## src/rtl/cmpirq_pkg.sv

```systemverilog
package cmpirq_pkg;
  // Strobes handed from control to datapath each clock
  typedef struct packed {
    logic sampleEn;  // phase-0 sampling enable
    logic snapLoad;  // control-register access reloads the held value
  } strobe_t;
endpackage

```

## src/rtl/cmpirq_ctrl.sv

```systemverilog
module cmpirq_ctrl
  import cmpirq_pkg::*;
#(
  parameter int PHASES = 4
) (
  input  logic    clk,
  input  logic    rstN,
  input  logic    ctlRead,
  input  logic    ctlWrite,
  input  logic    hwSet,
  input  logic    flagWrEn,
  input  logic    flagWrData,
  input  logic    chanEn,
  input  logic    periphEn,
  input  logic    globalEn,
  output strobe_t strb,
  output logic    flagQ,
  output logic    irqOut
);
  localparam int PHASE_W = (PHASES > 1) ? $clog2(PHASES) : 1;
  localparam logic [PHASE_W-1:0] LAST_PHASE = PHASE_W'(PHASES - 1);

  logic [PHASE_W-1:0] phaseQ;

  always_ff @(posedge clk or negedge rstN) begin
    if (!rstN) begin
      phaseQ <= '0;
    end else if (phaseQ == LAST_PHASE) begin
      phaseQ <= '0;
    end else begin
      phaseQ <= phaseQ + 1'b1;
    end
  end

  always_comb begin
    strb.sampleEn = (phaseQ == '0);
    strb.snapLoad = ctlRead | ctlWrite;
  end

  // Hardware set outranks a software write
  always_ff @(posedge clk or negedge rstN) begin
    if (!rstN) begin
      flagQ <= 1'b0;
    end else if (hwSet) begin
      flagQ <= 1'b1;
    end else if (flagWrEn) begin
      flagQ <= flagWrData;
    end
  end

  assign irqOut = flagQ & chanEn & periphEn & globalEn;
endmodule

```

## src/rtl/cmpirq_dp.sv

```systemverilog
module cmpirq_dp
  import cmpirq_pkg::*;
#(
  parameter int SYNC_STAGES = 2
) (
  input  logic    clk,
  input  logic    rstN,
  input  logic    cmpIn,
  input  strobe_t strb,
  output logic    sampleQ,
  output logic    mismatch,
  output logic    hwSet
);
  logic [SYNC_STAGES-1:0] syncQ;
  logic syncOut;
  logic sampleNext;
  logic snapQ;
  logic mismPrevQ;

  for (genvar i = 0; i < SYNC_STAGES; i++) begin : g_sync
    if (i == 0) begin : g_first
      always_ff @(posedge clk or negedge rstN) begin
        if (!rstN) syncQ[i] <= 1'b0;
        else       syncQ[i] <= cmpIn;
      end
    end else begin : g_rest
      always_ff @(posedge clk or negedge rstN) begin
        if (!rstN) syncQ[i] <= 1'b0;
        else       syncQ[i] <= syncQ[i-1];
      end
    end
  end

  assign syncOut    = syncQ[SYNC_STAGES-1];
  assign sampleNext = strb.sampleEn ? syncOut : sampleQ;

  // The held value takes the level entering the sampler, so an access
  // in the sampling clock keeps the new level and no difference appears.
  always_ff @(posedge clk or negedge rstN) begin
    if (!rstN) begin
      sampleQ   <= 1'b0;
      snapQ     <= 1'b0;
      mismPrevQ <= 1'b0;
    end else begin
      sampleQ   <= sampleNext;
      mismPrevQ <= mismatch;
      if (strb.snapLoad) snapQ <= sampleNext;
    end
  end

  assign mismatch = snapQ ^ sampleQ;
  assign hwSet    = mismatch & ~mismPrevQ;
endmodule

```

## src/rtl/cmp_change_irq.sv

```systemverilog
module cmp_change_irq
  import cmpirq_pkg::*;
#(
  parameter int SYNC_STAGES = 2,
  parameter int PHASES      = 4
) (
  input  logic clk,
  input  logic rstN,
  input  logic cmpIn,
  input  logic ctlRead,
  input  logic ctlWrite,
  input  logic flagWrEn,
  input  logic flagWrData,
  input  logic chanEn,
  input  logic periphEn,
  input  logic globalEn,
  output logic flagOut,
  output logic irqOut
);
  strobe_t strb;
  logic sampleQ;
  logic sampleEn;
  logic mismatch;
  logic hwSet;

  assign sampleEn = strb.sampleEn;

  cmpirq_ctrl #(.PHASES(PHASES)) u_ctrl (
    .clk(clk), .rstN(rstN), .ctlRead(ctlRead), .ctlWrite(ctlWrite),
    .hwSet(hwSet), .flagWrEn(flagWrEn), .flagWrData(flagWrData),
    .chanEn(chanEn), .periphEn(periphEn), .globalEn(globalEn),
    .strb(strb), .flagQ(flagOut), .irqOut(irqOut)
  );

  cmpirq_dp #(.SYNC_STAGES(SYNC_STAGES)) u_dp (
    .clk(clk), .rstN(rstN), .cmpIn(cmpIn), .strb(strb),
    .sampleQ(sampleQ), .mismatch(mismatch), .hwSet(hwSet)
  );
endmodule

```

## config.mk

```make
export PLATFORM = sky130hd
export DESIGN_NAME = cmp_change_irq
export DESIGN_NICKNAME = d
export VERILOG_FILES = /design/src/rtl/cmpirq_pkg.sv /design/src/rtl/cmpirq_ctrl.sv /design/src/rtl/cmpirq_dp.sv /design/src/rtl/cmp_change_irq.sv
export SDC_FILE = /design/constraint.sdc
export NUM_CORES = 1
export LEC_CHECK = 0
export BUFFER_PORTS_ARGS = -buffer_cell sky130_fd_sc_hd__buf_2
export CAP_MARGIN = 25
export CORE_AREA = 5 5 42 44
export DETAILED_ROUTE_END_ITERATION = 6
export DIE_AREA = 0 0 47 49
export HOLD_SLACK_MARGIN = 0.05
export PLACE_DENSITY = 0.44
export SYNTH_ARGS = -nofsm -noshare
export SYNTH_HDL_FRONTEND = slang
export SYNTH_HIERARCHICAL = 1
export SYNTH_SLANG_ARGS = --single-unit
```

## constraint.sdc

```tcl
create_clock -name clk -period 2.3 [get_ports clk]
set_input_delay 0.23 -clock clk [delete_from_list [all_inputs] [get_ports clk]]
set_output_delay 0.23 -clock clk [all_outputs]
set_load 0.005 [all_outputs]
```

==> results of run 1 <==
power by group through the flow:
stage          Clock [mW]  Combinational, mW  Sequential (mW)
2_1_floorplan           0             0.0127            0.157
3_3_place_gp            0             0.0269            0.157
3_5_place_dp            0             0.0282            0.157
4_1_cts             0.109             0.0296            0.155
5_1_grt             0.117             0.0323            0.155
6_report            0.101             0.0286            0.155
kinds of logic (layout without fill, tap and decap cells):
family,count (synthesis),in the layout,share of synthesized area
AND/OR/NAND/NOR,5,5,0.104
flip-flops,8,8,0.640
XOR/XNOR,1,1,0.0280
adder cells (fa/ha/maj),2,2,0.0800
multiplexers,2,2,0.0960
buffers and inverters,2,17,0.0240
AO/OA/AOI/OAI,1,1,0.0280
layout make-up:
cell class	count	area, um2	share of cell area
sequential	8	200	0.476
multi-input combinational	11	105	0.250
timing repair buffer	12	65.1	0.155
clock buffer	3	22.5	0.0536
tap	16	20.0	0.0476
inverter	2	7.51	0.0179
state kept, by name, indices dropped and copies added, names as in the netlist:
name and flops:
u_dp/sampleQ 1, u_dp/snapQ 1, u_ctrl/flagQ 1, u_dp/syncQ 1, u_dp/syncOut 1, u_ctrl/phaseQ 2, u_dp/mismPrevQ 1
routing by layer:
metal,part of all wire,track usage
met4,0,0.0415
met2,0.45,0.0633
met5,0,0
met3,0.10,0.0221
met1,0.45,0.0566
layout by cell type (no fill, tap or decap):
cell type / n
nor2_1: 1
clkbuf_4: 3
dlygate4sd3_1: 1
and4_2: 1
ha_1: 2
nor2b_1: 2
buf_2: 11
or2_2: 1
mux2_4: 2
dfrtp_1: 8
a211o_1: 1
inv_1: 2
xor2_1: 1
stage by stage:
stage	instance area (um2)	total power [mW]
6_report	420	0.284
2_1_floorplan	313	0.169
4_1_cts	420	0.294
5_1_grt	420	0.304
3_3_place_gp	388	0.183
3_5_place_dp	388	0.186
critical path, stage by stage, from the launching register on:
cell	delay, ns
dfrtp_1	0.36
inv_1	0.05
ha_1	0.20
mux2_4	0.30
mux2_4	0.25
how the worst min path moves through the flow:
stage	start	depth (start not counted)	slack [ns]	end
floorplan	rstN	0	-0.07	u_ctrl/flagQ$_DFFE_PN0P_
global placement	rstN	1	0.07	u_ctrl/phaseQ[1]$_DFF_PN0_
detailed placement	rstN	1	0.08	u_ctrl/phaseQ[0]$_DFF_PN0_
CTS	cmpIn	1	0.08	u_dp/syncQ[0]$_DFF_PN0_
global route	cmpIn	1	0.08	u_dp/syncQ[0]$_DFF_PN0_
finish	cmpIn	1	0.09	u_dp/syncQ[0]$_DFF_PN0_
==> run metrics, run 1 <==
result of the run=complete, no violations; clock tree from TritonCTS=built; die extent in y=49 um; total I/O pin count=12; number of sinks handled by clock tree synthesis=8; Worst-Margin Slew=0.176 ns; DRT Pass-1 Iters=2; register-to-register setup slack=1.02 ns; setup slack after layout=1.02 ns; fraction of power consumed by the clock network=0.354; path type of the worst setup path=reg2reg; detailed-route DRC error count=0; DP Wirelength=421 um; Gate Count Post-Synth=21; clock edge transition at the registers on the reported setup and hold paths=0.05 ns; Post-Route Utilization=0.300; clk root buf=clkbuf_4; Worst R2R Start=u_ctrl/phaseQ[0]$_DFF_PN0_; CTS resizes=0; Switching Share=0.198; total internal power=228 uW; Max H-tree Level=1; Seq/Total Area, Yosys=0.640; library cell with the highest instance count after synthesis=dfrtp_1; post-detailed-route wirelength per cell=9.73 um; worst-case clock skew=0.000973 ns; post-detailed-route count of antenna-violating nets=0; hold-fix buffers at CTS=1; main area contributors after synthesis=dfrtp_1 64%, mux2_4 9.6%, ha_1 8.0%; 1st-iter DRT viols=1; power density over the cells=676 mW/mm2; die span in x=47 um; number of register bits inferred by synthesis=8; startpoint of the worst setup timing path=u_ctrl/phaseQ[0]$_DFF_PN0_; RD Place Congestion=0.610; endpoint of the most critical setup path=u_dp/snapQ$_DFFE_PN0P_; max-cap violation count=0; hold slack=0.0901 ns; non-filler cells, final=52; post-synth top area cell=dfrtp_1; R2R depth=4; static leakage=0.218 nW; fin nets=50; number of slew-limit violations in the final report=0; sequential share of power=0.545; total wire length after detailed routing=506 um; data required time at the worst endpoint=2.43 ns; n_diodes=0; Overflow after GRT=0; initial antenna violation count=0; Crit Path Max Fanout=3; arrival time at the worst endpoint=1.41 ns; global-route wire length before repair=772 um; dominant synthesized flop cell=dfrtp_1; final-report hold violation count=0; Commonest cells post-synth=8 x dfrtp_1, 2 x ha_1, 2 x inv_1, 2 x mux2_4, 2 x nor2b_1; fraction of the cycle the final worst path needs=0.555; largest net degree at the start of global routing=9; synthesis warning total=6; setup repair after global routing missed its margin=false; maximum clock path buffer count=2; Setup Slack @ Placement=1.02 ns; share of flip-flops with an asynchronous set or reset=1.00; highest attainable clock frequency=0.783 GHz; final sum of negative setup slack=0 ns; net count after synthesis=33; cts bufs inserted=3; Worst Hold Class=in2reg; number of global-route vias before repair=214; filler cell count=153; distinct cell type count of the synthesized netlist=10; area of the die=0.00230 mm2; count of flip-flops with a built-in enable after synthesis=0; placeable core area=0.00140 mm2; startpoint kind of the worst setup timing path=register; Vias per Instance=3.81; clock latency on the worst-skew pair=0.24 ns; Starting Density=0.223; Yosys top cell area share=0.640; row count=14; count of endpoints failing setup in the final report=0; per-instance average area after synthesis=14.9 um2; type of destination of the critical path=register; Via Count=198; All-Layer GR Usage=0.0483; fraction of final layout cells sized beyond drive strength 1=0.500; Area Growth Syn to Fin=34.4%; maximum VDD drop=199 uV; number of placed instances, taps included=48; minimum clock period=1.28 ns; Syn Std Cell Area=313 um2; switching power=56.3 uW; combinational share of power=0.101; endpoint of the worst register-to-register path=u_dp/snapQ$_DFFE_PN0P_; IO buf count=11; remaining max-slew budget at the tightest pin=0.883; number of post-CTS setup repair buffers=0
Note: power is estimated with default switching activity, not from simulation.
==> run 2: changes to the inputs <==
Settings changed: ABC_AREA from default to 1, PLACE_DENSITY 0.44 to 0.46.
Clock period 2.3 ns to 1.3 ns, I/O delays scaled along.
==> run 2 against run 1 <==
  * Clock-buffer cell count unchanged
  * Largest power group unchanged
  * Worst hold slack gained 0.022 ns
  * Setup slack worse by 0.71 ns
  * Via count up 31%
  * Total power is 78% higher
  * Synthesized cell count up 71%
  * Critical path depth shrank 1
  * Routed wire length up 7.3%
  * Sequential cell count unchanged
==> run metrics, run 2 <==
library cell with the highest instance count after synthesis=nand2_1; remaining max-slew budget at the tightest pin=0.879; register-to-register setup slack=0.35 ns; main area contributors after synthesis=dfrtp_1 60%, nand2_1 11%, inv_1 9.0%; net count after synthesis=48; compound-gate portion of the synthesized area=0.0150; number of sinks handled by clock tree synthesis=8; combinational family with the most area after synthesis=simple AND/OR/NAND/NOR gates; hold depth=3; largest net degree at the start of global routing=9; number of flip-flops in the largest register=2; data required time at the worst endpoint=1.17 ns; static leakage=0.252 nW; Starting Density=0.238; number of buffers and inverters on the critical path=1; DRT Pass-1 Iters=3; per-instance average area after synthesis=9.28 um2; number of register bits inferred by synthesis=8; Max H-tree Level=1; placeable core area=0.00140 mm2; worst-path cell chain=nand2_1 > nor2_1 > buf_2; fraction of the cycle the final worst path needs=0.761; die span in x=47 um; highest attainable clock frequency=1.01 GHz; slowest stage cell on the critical path=dfrtp_1; Vias per Instance=3.81; clk root buf=clkbuf_4; synthesis warning total=6; endpoint of the worst register-to-register path=u_dp/sampleQ$_DFF_PN0_; start point of the worst hold path=flagWrData; hold-fix buffers at CTS=2; detailed-route DRC error count=0; Worst R2R Start=u_ctrl/phaseQ[0]$_DFF_PN0_; RD Place Congestion=0.662; R2R depth=5; family of cells with the greatest summed delay on the critical path=flip-flops; clock latency on the worst-skew pair=0.25 ns; row count=14; setup slack after layout=0.310 ns; DP Wirelength=428 um; Setup Slack @ Placement=0.341 ns; initial antenna violation count=0; path type of the worst setup path=reg2out; distinct cell type count of the synthesized netlist=10; dominant synthesized flop cell=dfrtp_1; filler cell count=154; critical path's largest stage delay=0.36 ns; Commonest cells post-synth=10 x nand2_1, 8 x dfrtp_1, 8 x inv_1; Area Growth Syn to Fin=35.2%; type of destination of the critical path=primary output; share of cell area taken by muxes after synthesis=0; Post-Route Utilization=0.322; maximum VDD drop=367 uV; cts bufs inserted=3; Via Count=259; count of flip-flops with a built-in enable after synthesis=0; Overflow after GRT=0; maximum clock path buffer count=2; clock edge transition at the registers on the reported setup and hold paths=0.05 ns; most flop-heavy register=u_ctrl/phaseQ; worst-case clock skew=0.00182 ns; Worst Hold Class=in2reg; post-detailed-route wirelength per cell=7.99 um; post-synth top area cell=dfrtp_1; die extent in y=49 um; arrival time at the worst endpoint=0.86 ns; CTS resizes=0; power density over the cells=1120 mW/mm2; number of placed instances, taps included=63; n_diodes=0; non-filler cells, final=68; Final Cell Area=452 um2; total placed instance area=409 um2; fin nets=66; synthesized-area fraction occupied by xor and xnor cells=0; Seq/Total Area, Yosys=0.599; post-synthesis simple-gate area fraction=0.221; leading cell types in the layout, fill and taps excluded=11 x buf_2, 10 x nand2_1, 8 x inv_1, 8 x dfrtp_1, 3 x clkbuf_4; minimum clock period=0.990 ns; area of the die=0.00230 mm2; final sum of negative setup slack=0 ns; Total Power Consumption=507 uW; IO buf count=11; count of endpoints failing setup in the final report=0; setup repair after global routing missed its margin=false; number of slew-limit violations in the final report=0; total wire length after detailed routing=543 um; clock tree from TritonCTS=built; 1st-iter DRT viols=3; fraction of final layout cells sized beyond drive strength 1=0.269; hold slack=0.112 ns; post-detailed-route count of antenna-violating nets=0; number of global-route vias before repair=254; most common cell after layout, fill and taps aside=buf_2; number of post-CTS setup repair buffers=0; result of the run=complete, no violations; Crit Path Max Fanout=3; max-cap violation count=0; Yosys top cell area share=0.599; share of flip-flops with an asynchronous set or reset=1.00; global-route wire length before repair=952 um; startpoint kind of the worst setup timing path=register; final-report hold violation count=0; Syn Std Cell Area=334 um2; Gate Count Post-Synth=36; Worst-Margin Slew=0.182 ns; All-Layer GR Usage=0.0617; adder and majority gate portion of the synthesized area=0.0749; total I/O pin count=12; hold endpoint=u_ctrl/flagQ$_DFFE_PN0P_
## run 2: cell count changes after synthesis, sizes merged, moves of 2 or more
cell,change
inv,+6
nand3,+2
nand2,+10
nor2b,-2
mux2,-2
## run 2: worst max path at each step
stage,from,end,slack [ns],cells past startpoint
2_1_floorplan,u_ctrl/phaseQ[0]$_DFF_PN0_,u_dp/sampleQ$_DFF_PN0_,0.39,5
3_3_place_gp,u_ctrl/phaseQ[0]$_DFF_PN0_,u_dp/sampleQ$_DFF_PN0_,0.36,5
3_5_place_dp,u_ctrl/phaseQ[0]$_DFF_PN0_,u_dp/sampleQ$_DFF_PN0_,0.34,5
4_1_cts,u_ctrl/flagQ$_DFFE_PN0P_,irqOut,0.29,3
5_1_grt,u_ctrl/flagQ$_DFFE_PN0P_,irqOut,0.24,3
6_report,u_ctrl/flagQ$_DFFE_PN0P_,irqOut,0.31,3
## run 2: final cells by class
class,instances,area (um2),share of cell area
clock buffer,3,22.5,0.0499
sequential,8,200,0.443
timing repair buffer,13,75.1,0.166
tap,16,20.0,0.0443
inverter,8,30.0,0.0665
multi-input combinational,20,104,0.230
## run 2: power by group
| group | internal [mW] | switching [mW] | leakage, nW |
|---|---|---|---|
| Combinational | 0.0272 | 0.0238 | 0.144 |
| Clock | 0.105 | 0.0800 | 0.0138 |
| Sequential | 0.264 | 0.00641 | 0.0938 |
| Total | 0.396 | 0.110 | 0.252 |
## run 2: kinds of logic (layout without fill, tap and decap cells)
| logic type | count (synthesis) | count (layout) |
|---|---|---|
| flip-flops | 8 | 8 |
| buffers and inverters | 8 | 24 |
| adder cells (fa/ha/maj) | 2 | 2 |
| AND/OR/NAND/NOR | 17 | 17 |
| AO/OA/AOI/OAI | 1 | 1 |
## run 2: worst min-delay path, cell delays in order
cell and delay, ns:
buf_2 0.07, nand2_1 0.05, nand3_1 0.07
## run 2: metal layers
| metal | track usage | up-vias | part of all wire |
|---|---|---|---|
| li1 | - | 138 | - |
| met1 | 0.0676 | 110 | 0.41 |
| met2 | 0.0747 | 9 | 0.44 |
| met3 | 0.0332 | 2 | 0.14 |
| met4 | 0.0691 | 0 | 0.011 |
| met5 | 0 | - | 0 |
==> run 3: changes to the inputs <==
Settings changed: PLACE_DENSITY 0.46 to 0.48.
Clock period 1.3 ns to 0.9 ns, I/O delays scaled along.
==> run 3 against run 2 <==
  * The flow now finishes with violations (setup timing)
  * Routed wire length increased by 3.9%
  * First-iteration DRC count decreased by 100%
  * Sequential cell count is the same
==> run metrics, run 3 (synthesis gave the netlist of run 2 again) <==
fin nets=70; fraction of final layout cells sized beyond drive strength 1=0.500; failing checks=setup timing; Switching Share=0.220; n_diodes=0; number of global-route vias before repair=259; cts bufs inserted=3; switching power=165 uW; most common cell after layout, fill and taps aside=buf_2; power density over the cells=1460 mW/mm2; most flop-heavy register=u_ctrl/phaseQ; maximum clock path buffer count=2; clk root buf=clkbuf_4; total wire length after detailed routing=564 um; post-detailed-route wirelength per cell=7.83 um; Worst-Margin Slew=0.177 ns; Overflow after GRT=0; number of sinks handled by clock tree synthesis=8; maximum VDD drop=606 uV; Area Growth Syn to Fin=53.2%; static leakage=0.270 nW; detailed-route DRC error count=0; data required time at the worst endpoint=0.81 ns; All-Layer GR Usage=0.0597; number of flip-flops in the largest register=2; initial antenna violation count=0; slowest stage cell on the critical path=dfrtp_1; fraction of power consumed by the clock network=0.357; final sum of negative setup slack=-0.0285 ns; IO buf count=11; clock latency on the worst-skew pair=0.25 ns; DRT Pass-1 Iters=1; type of destination of the critical path=primary output; largest net degree at the start of global routing=9; row count=14; clock edge transition at the registers on the reported setup and hold paths=0.05 ns; number of slew-limit violations in the final report=0; startpoint kind of the worst setup timing path=register; Via Count=277; Post-Route Utilization=0.365; arrival time at the worst endpoint=0.84 ns; fraction of the cycle the final worst path needs=1.03; Starting Density=0.238; 1st-iter DRT viols=0; Worst Hold Class=in2reg; register-to-register setup slack=0 ns; global-route wire length before repair=931 um; leading cell types in the layout, fill and taps excluded=11 x buf_2, 8 x nand2_1, 8 x dfrtp_1, 4 x inv_2, 4 x inv_1; worst-path cell chain=nand2_1 > nor2_1 > buf_2; placeable core area=0.00140 mm2; number of buffers and inverters on the critical path=1; minimum clock period=0.927 ns; Vias per Instance=3.85; sequential share of power=0.524; clock tree from TritonCTS=built; count of endpoints failing setup in the final report=2; Max H-tree Level=1; max-cap violation count=0; post-detailed-route count of antenna-violating nets=0; worst-case clock skew=0.00170 ns; die extent in y=49 um; setup slack after layout=-0.0270 ns; family of cells with the greatest summed delay on the critical path=flip-flops; remaining max-slew budget at the tightest pin=0.882; DP Wirelength=422 um; die span in x=47 um; total internal power=584 uW; setup repair after global routing missed its margin=true; path type of the worst setup path=reg2out; final-report hold violation count=0; RD Place Congestion=0.652; total I/O pin count=12; result of the run=finished, violations left; Crit Path Max Fanout=3; area of the die=0.00230 mm2; combinational share of power=0.120; critical path's largest stage delay=0.39 ns; highest attainable clock frequency=1.08 GHz
## run 3: routing by layer
layer  vias to the layer above  wire length (um)  track usage
li1                        148                 -            -
met1                       120               214       0.0587
met2                         9               281       0.0905
met3                         0                69       0.0221
met4                         0                 0       0.0553
met5                         -                 0            0
## run 3: tightest hold or removal path: cells and delay by family
kind	cells	cell delay [ns]
simple gates	2	0.13
buf+inv	1	0.07
## run 3: metrics by stage
| step | worst slack [ns] | cell area (um2) | instances | total power, mW | hold WS, ns |
|---|---|---|---|---|---|
| 2_1_floorplan | 0.00114 | 337 | 36 | 0.426 | -0.206 |
| 3_3_place_gp | 0.00254 | 419 | 64 | 0.465 | -0.0588 |
| 3_5_place_dp | -0.0167 | 419 | 64 | 0.465 | -0.0599 |
| 4_1_cts | -0.0433 | 472 | 70 | 0.757 | 0.0636 |
| 5_1_grt | -0.0756 | 512 | 72 | 0.803 | 0.0870 |
| 6_report | -0.0270 | 512 | 72 | 0.749 | 0.0751 |
## run 3: path summary, 6_finish.rpt
path / start / to / cells past startpoint
worst min-delay path: flagWrData / u_ctrl/flagQ$_DFFE_PN0P_ / 3
worst min register to register: u_dp/syncQ[0]$_DFF_PN0_ / u_dp/syncOut$_DFF_PN0_ / 0
min in group asynchronous: rstN / u_dp/sampleQ$_DFF_PN0_ / 2
worst max register to register: u_ctrl/phaseQ[0]$_DFF_PN0_ / u_dp/sampleQ$_DFF_PN0_ / 4
max in group asynchronous: rstN / u_dp/syncQ[0]$_DFF_PN0_ / 2
worst max-delay path: u_ctrl/flagQ$_DFFE_PN0P_ / irqOut / 3
## run 3: repair_timing
action                                 4_1_cts  5_1_grt
hold buffers                                 2        0
gates resized for setup                      1       10
gates cloned                                 0        0
endpoints found under the hold margin        9        0
pin swaps                                    4        4
buffers inserted                             1        2
setup endpoints to repair                    3        5
## run 3: layout make-up
cell class,count,area [um2]
multi-input cells,20,130
flip-flops and latches,8,200
well taps,16,20.0
repair buffers,17,109
clock buffers,3,22.5
fillers,141,890
inverters,8,30.0
## run 3: power by group through the flow
stage / combinational (mW) / sequential [mW] / clock, mW
after floorplan: 0.0304 / 0.396 / 0
after global placement: 0.0688 / 0.396 / 0
after detailed placement: 0.0687 / 0.397 / 0
after CTS: 0.0759 / 0.390 / 0.290
after global routing: 0.103 / 0.395 / 0.304
final: 0.0895 / 0.392 / 0.267
